[src/rtl/tmr_pkg.sv]
`timescale 1ns/1ps
package tmr_pkg;
   // control registers sit directly above the compare registers
   typedef enum int {
      OFS_COUNT  = 0,
      OFS_STATUS = 1,
      OFS_ARM    = 2,
      OFS_IEN    = 3
   } ctrl_ofs_e;
   localparam int NUM_CTRL_REGS = 4;
endpackage

[src/rtl/tmr_counter.sv]
`timescale 1ns/1ps
module tmr_counter #(
   parameter int CNT_W = 32
) (
   input  logic             clk,
   input  logic             rst_n,
   input  logic             tick,
   input  logic             load,
   input  logic [CNT_W-1:0] load_val,
   output logic [CNT_W-1:0] count
);
   always_ff @(posedge clk or negedge rst_n) begin
      if (!rst_n)    count <= '0;
      else if (load) count <= load_val;
      else if (tick) count <= count + CNT_W'(1);
   end
endmodule

[src/rtl/tmr_match_chan.sv]
`timescale 1ns/1ps
module tmr_match_chan #(
   parameter int CNT_W = 32
) (
   input  logic             clk,
   input  logic             rst_n,
   input  logic             wr_cmp,
   input  logic [CNT_W-1:0] wdata,
   input  logic             tick,
   input  logic [CNT_W-1:0] count,
   input  logic             clr,
   input  logic             ien,
   output logic [CNT_W-1:0] cmp,
   output logic             hit,
   output logic             flag,
   output logic             irq
);
   assign hit = tick && (count == cmp);
   assign irq = flag & ien;

   always_ff @(posedge clk or negedge rst_n) begin
      if (!rst_n)      cmp <= '1;
      else if (wr_cmp) cmp <= wdata;
   end

   // a match on the same edge as a clear leaves the flag set
   always_ff @(posedge clk or negedge rst_n) begin
      if (!rst_n)   flag <= 1'b0;
      else if (hit) flag <= 1'b1;
      else if (clr) flag <= 1'b0;
   end
endmodule

[src/rtl/tmr_wdog.sv]
`timescale 1ns/1ps
module tmr_wdog (
   input  logic clk,
   input  logic rst_n,
   input  logic arm_set,
   input  logic hit,
   output logic armed,
   output logic fire
);
   always_ff @(posedge clk or negedge rst_n) begin
      if (!rst_n) begin
         armed <= 1'b0;
         fire  <= 1'b0;
      end else begin
         armed <= armed | arm_set;
         fire  <= fire | (armed & hit);
      end
   end
endmodule

[src/rtl/tmr_top.sv]
`timescale 1ns/1ps
module tmr_top
   import tmr_pkg::*;
#(
   parameter int CNT_W    = 32,
   parameter int NUM_CH   = 4,
   parameter int WDOG_CH  = 3,
   parameter bit HAS_WDOG = 1'b1,
   localparam int ADDR_W  = $clog2(NUM_CH + NUM_CTRL_REGS)
) (
   input  logic              clk,
   input  logic              rst_n,
   input  logic              tick_en,
   input  logic              wr_en,
   input  logic [ADDR_W-1:0] addr,
   input  logic [CNT_W-1:0]  wdata,
   output logic [CNT_W-1:0]  rdata,
   output logic [NUM_CH-1:0] irq,
   output logic              wdog_rst
);
   localparam int A_COUNT  = NUM_CH + OFS_COUNT;
   localparam int A_STATUS = NUM_CH + OFS_STATUS;
   localparam int A_ARM    = NUM_CH + OFS_ARM;
   localparam int A_IEN    = NUM_CH + OFS_IEN;

   if (NUM_CH < 1 || NUM_CH > CNT_W) begin : g_bad_ch
      $error("tmr_top: NUM_CH must lie in 1..CNT_W");
   end
   if (WDOG_CH < 0 || WDOG_CH >= NUM_CH) begin : g_bad_wd
      $error("tmr_top: WDOG_CH must name an existing channel");
   end
   if (CNT_W < 2) begin : g_bad_w
      $error("tmr_top: CNT_W too small");
   end

   logic [CNT_W-1:0]  count_q;
   logic [CNT_W-1:0]  cmp_q [NUM_CH];
   logic [NUM_CH-1:0] status_q;
   logic [NUM_CH-1:0] ien_q;
   logic [NUM_CH-1:0] hit;
   logic              wdog_armed;
   logic              wdog_fire;

   logic wr_count, wr_status, wr_arm, wr_ien;
   assign wr_count  = wr_en && (addr == ADDR_W'(A_COUNT));
   assign wr_status = wr_en && (addr == ADDR_W'(A_STATUS));
   assign wr_arm    = wr_en && (addr == ADDR_W'(A_ARM));
   assign wr_ien    = wr_en && (addr == ADDR_W'(A_IEN));

   tmr_counter #(.CNT_W(CNT_W)) u_cnt (
      .clk      (clk),
      .rst_n    (rst_n),
      .tick     (tick_en),
      .load     (wr_count),
      .load_val (wdata),
      .count    (count_q)
   );

   for (genvar i = 0; i < NUM_CH; i++) begin : g_ch
      tmr_match_chan #(.CNT_W(CNT_W)) u_ch (
         .clk    (clk),
         .rst_n  (rst_n),
         .wr_cmp (wr_en && (addr == ADDR_W'(i))),
         .wdata  (wdata),
         .tick   (tick_en),
         .count  (count_q),
         .clr    (wr_status && wdata[i]),
         .ien    (ien_q[i]),
         .cmp    (cmp_q[i]),
         .hit    (hit[i]),
         .flag   (status_q[i]),
         .irq    (irq[i])
      );
   end

   always_ff @(posedge clk or negedge rst_n) begin
      if (!rst_n)      ien_q <= '0;
      else if (wr_ien) ien_q <= wdata[NUM_CH-1:0];
   end

   if (HAS_WDOG) begin : g_wdog
      tmr_wdog u_wd (
         .clk     (clk),
         .rst_n   (rst_n),
         .arm_set (wr_arm && wdata[0]),
         .hit     (hit[WDOG_CH]),
         .armed   (wdog_armed),
         .fire    (wdog_fire)
      );
   end else begin : g_no_wdog
      assign wdog_armed = 1'b0;
      assign wdog_fire  = 1'b0;
   end

   assign wdog_rst = wdog_fire;

   always_comb begin
      rdata = '0;
      for (int i = 0; i < NUM_CH; i++) begin
         if (addr == ADDR_W'(i)) rdata = cmp_q[i];
      end
      if (addr == ADDR_W'(A_COUNT))  rdata = count_q;
      if (addr == ADDR_W'(A_STATUS)) rdata = CNT_W'(status_q);
      if (addr == ADDR_W'(A_ARM))    rdata = CNT_W'(wdog_armed);
      if (addr == ADDR_W'(A_IEN))    rdata = CNT_W'(ien_q);
   end
endmodule

[config.mk]
export PLATFORM = sky130hd
export DESIGN_NAME = tmr_top
export DESIGN_NICKNAME = d
export VERILOG_FILES = /design/src/rtl/tmr_pkg.sv /design/src/rtl/tmr_counter.sv /design/src/rtl/tmr_match_chan.sv /design/src/rtl/tmr_wdog.sv /design/src/rtl/tmr_top.sv
export SDC_FILE = /design/constraint.sdc
export NUM_CORES = 1
export LEC_CHECK = 0
export BUFFER_PORTS_ARGS = -buffer_cell sky130_fd_sc_hd__clkbuf_2
export CORE_ASPECT_RATIO = 0.6
export CORE_MARGIN = 2
export CORE_UTILIZATION = 40
export CTS_CLUSTER_SIZE = 8
export DETAILED_ROUTE_END_ITERATION = 8
export SLEW_MARGIN = 20
export SYNTH_ARGS = -nofsm -noshare
export SYNTH_HDL_FRONTEND = slang
export SYNTH_HIERARCHICAL = 1
export SYNTH_SLANG_ARGS = --single-unit
[constraint.sdc]
create_clock -name clk -period 4 [get_ports clk]
set_clock_uncertainty 0.05 [all_clocks]
set_input_delay 1.2 -clock clk [delete_from_list [all_inputs] [get_ports clk]]
set_output_delay 1.2 -clock clk [all_outputs]
set_load 0.03 [all_outputs]
==> flow_metrics.py <==
metrics = {
    "power": {
        "power.density_nw_per_um2": 549.5,
        "power_frac_seq_pct": 45.6,
        "switching_share_pct": 34.71,
        "power.static_leakage_nw": 4.569,
        "power_frac_comb_pct": 27.1,
        "clock_power_share_pct": 27.3,
        "totalPowerFinal_mw": 6.364,
        "cellInternalPower_mw": 4.155,
        "net-switching-power_mw": 2.209,
        "peakVddDrop_mv": 0.3182,
    },
    "clock_tree": {
        "cts_tree": "done",
        "clkTransAtPathRegs_ns": 0.07,
        "clock_latency_ns": 0.45,
        "htreeDepth": 4,
        "cts_hold_fix_bufs": 0,
        "clock_tree.root_cell": "sky130_fd_sc_hd__clkbuf_16",
        "postCtsSetupBuffers": 0,
        "post_cts_resize_count": 0,
        "cts_buffers": 17,
        "cts-root-to-sink-buffers": 2,
        "sink_count": 170,
    },
    "worst_setup_path": {
        "kind_of_launch_point_of_the_worst_setup_path": "primary input",
        "worstPathMaxFanout": 23,
        "cp_slowest_cell": "sky130_fd_sc_hd__mux4_2",
        "cp-startpoint": "addr[0]",
        "worst_r2r_path_depth": 4,
        "critical_path.max_stage_delay_ns": 0.51,
        "setup.worst_path.end": "rdata[9]",
        "setup.worst_path.end_class": "output port",
        "worst_path_arrival_ns": 2.58,
        "worstPathCellList": "buf_2 > buf_12 > mux4_2 > inv_1 > o21ai_1 > clkbuf_2",
        "cp.required_ns": 2.75,
        "timing.rr.start": "u_cnt/count[3]",
        "path_class": "in -> out",
        "timing.reg2reg.setup_slack_ns": 1.51,
        "regToRegEndpoint": "u_cnt/count[28]",
    },
    "global_route": {
        "antenna_violations_before_repair": 0,
        "grt_pass1_vias": 7452,
        "grtUsageTotal_pct": 23.74,
        "grt_pass1_wl_microns": 47150,
        "grt_start_max_net_pins": 65,
        "grt-ovfl-total": 0,
    },
    "layout": {
        "seqCellArea_sq_um": 4414,
        "fin_cells": 1295,
        "multi_input_area_sq_um": 5359,
        "antenna_diodes": 0,
        "synthToLayoutAreaGrowth_pct": 13.77,
        "fin_nets": 993,
        "layout.filler_cells": 2297,
        "final_layout_size_suffix_gt1_share_pct": 44.62,
    },
    "detailed_routing": {
        "wl_microns": 29980,
        "detail_route.iter0.violations": 591,
        "dr.pass1.iters": 5,
        "total_vias_in_the_final_route": 7508,
        "routed_wire_length_per_instance_microns": 23.15,
        "drcViolationCount": 0,
        "antenna_violating_nets_remaining": 0,
        "viasPerCell": 5.798,
    },
    "die": {
        "start_util_pct": 40.45,
        "fp.dieArea_sq_um": 26780,
        "die_y_microns": 127.6,
        "core_area_sq_um": 25170,
        "floorplan.die.width_microns": 210.0,
        "std_cell_rows": 45,
        "io-pin-count": 76,
    },
    "timing": {
        "min_period_ns": 3.827,
        "fin_tns_setup_ns": 0,
        "final_max_slew_viol_count": 0,
        "max_fclk_mhz": 261.3,
        "final-hold-violation-count": 0,
        "final.period_utilization_pct": 95.67,
        "relSlewSlack_pct": 41.86,
        "timing_worst_slew_pin_value_ns": 0.8641,
        "final-setup-viol-count": 0,
        "rsz0062_at_grt": "no",
    },
    "placement": {
        "gp_congestion": 0.8989,
        "portBuffers": 75,
        "placedCellCount": 1263,
        "place.detailed.hpwl_microns": 21500,
    },
    "synthesis": {
        "synthesis.nets": 919,
        "syn_area_per_cell_sq_um": 11.58,
        "syn-instance-count": 879,
        "yosys_warnings": 6,
        "mapped_cell_area_sq_um": 10180,
    },
    "status": {
        "status": "completed",
    },
    "worst_hold_path": {
        "min-delay-path-class": "reg -> reg",
    },
    "job": {
        "cap_viol_max_count": 0,
    },
}
-- power by group through the flow --
stage          registers [mW]  logic, mW  clock network [mW]
2_1_floorplan            2.72       1.24                   0
3_3_place_gp             2.91       1.68                   0
3_5_place_dp             2.92       1.70                   0
4_1_cts                  2.90       1.71                1.78
5_1_grt                  2.98       1.87                1.85
6_report                 2.90       1.72                1.74
-- cells in the final DEF (no fill, tap or decap), types with 3 or more instances in the layout --
cell and count:
sky130_fd_sc_hd__mux2i_1 7, sky130_fd_sc_hd__a21oi_1 5, sky130_fd_sc_hd__nand4_1 19, sky130_fd_sc_hd__nand3_1 18, sky130_fd_sc_hd__clkinv_2 5, sky130_fd_sc_hd__clkbuf_2 73, sky130_fd_sc_hd__o31ai_1 14, sky130_fd_sc_hd__clkbuf_16 17
sky130_fd_sc_hd__nor3_1 5, sky130_fd_sc_hd__nand2b_1 7, sky130_fd_sc_hd__nor2b_1 3, sky130_fd_sc_hd__mux4_2 27, sky130_fd_sc_hd__a221oi_1 4, sky130_fd_sc_hd__or3_1 4, sky130_fd_sc_hd__o21ai_0 27, sky130_fd_sc_hd__mux2_1 8
sky130_fd_sc_hd__clkbuf_8 3, sky130_fd_sc_hd__a21boi_0 4, sky130_fd_sc_hd__nor2_1 19, sky130_fd_sc_hd__a22oi_1 4, sky130_fd_sc_hd__dfstp_2 128, sky130_fd_sc_hd__and2_1 12, sky130_fd_sc_hd__and3_1 4, sky130_fd_sc_hd__nor4_1 29
sky130_fd_sc_hd__nand2_1 53, sky130_fd_sc_hd__xnor2_1 6, sky130_fd_sc_hd__bufinv_16 3, sky130_fd_sc_hd__o22ai_1 3, sky130_fd_sc_hd__buf_4 22, sky130_fd_sc_hd__nor3b_2 3, sky130_fd_sc_hd__clkinvlp_4 3, sky130_fd_sc_hd__inv_1 31
sky130_fd_sc_hd__o21ai_1 25, sky130_fd_sc_hd__a31oi_1 14, sky130_fd_sc_hd__or4_1 12, sky130_fd_sc_hd__and4_1 3, sky130_fd_sc_hd__mux2_2 127, sky130_fd_sc_hd__dfrtp_1 42, sky130_fd_sc_hd__buf_12 6, sky130_fd_sc_hd__xor2_1 134
-- per-layer routing --
| metal | part of all wire (%) | global-route usage [%] |
|---|---|---|
| met5 | 0 | 0 |
| met4 | 1.2 | 6.550 |
| met3 | 7.0 | 4.818 |
| met2 | 40 | 31.66 |
| met1 | 51 | 38.07 |
-- layout make-up --
class	instances	area share, %
Clock buffer	20	4.030
Clock inverter	12	1.264
Inverter	31	1.005
Multi-Input combinational cell	630	46.27
Sequential cell	170	38.12
Tap cell	329	3.554
Timing Repair Buffer	103	5.758
-- sequential cells by signal, summed over array words and instances, names as in the netlist --
name	cells
u_cnt/count	32
ien_q	4
g_wdog.u_wd/fire	1
g_ch.u_ch/flag	4
g_wdog.u_wd/armed	1
g_ch.u_ch/cmp	128
-- worst min path at each step --
stage / cells after the start / endpoint / slack, ns / startpoint
3_5_place_dp: 1 / g_wdog.u_wd/fire / 0.40 / g_wdog.u_wd/fire
6_report: 1 / g_wdog.u_wd/fire / 0.41 / g_wdog.u_wd/fire
3_3_place_gp: 1 / g_wdog.u_wd/fire / 0.39 / g_wdog.u_wd/fire
2_1_floorplan: 1 / g_wdog.u_wd/armed / 0.41 / g_wdog.u_wd/armed
5_1_grt: 1 / g_wdog.u_wd/fire / 0.45 / g_wdog.u_wd/fire
4_1_cts: 1 / g_wdog.u_wd/fire / 0.41 / g_wdog.u_wd/fire
-- per-stage QoR --
stage	worst slack [ns]	util, %	hold slack [ns]	instance area (sq um)
global placement	0.1719	43.58	0.3935	10970
global route	0.1036	46.02	0.4452	11580
floorplan	0.3247	-	0.4126	10180
finish	0.1733	46.02	0.4115	11580
CTS	0.1587	46.02	0.4127	11580
detailed placement	0.1750	43.58	0.3970	10970
-- critical path: cells and delay by family --
family / cells / cell delay (ns)
mux: 1 / 0.51
buf+inv: 4 / 0.73
compound gates: 1 / 0.12
(Power assumes the default switching activity.)
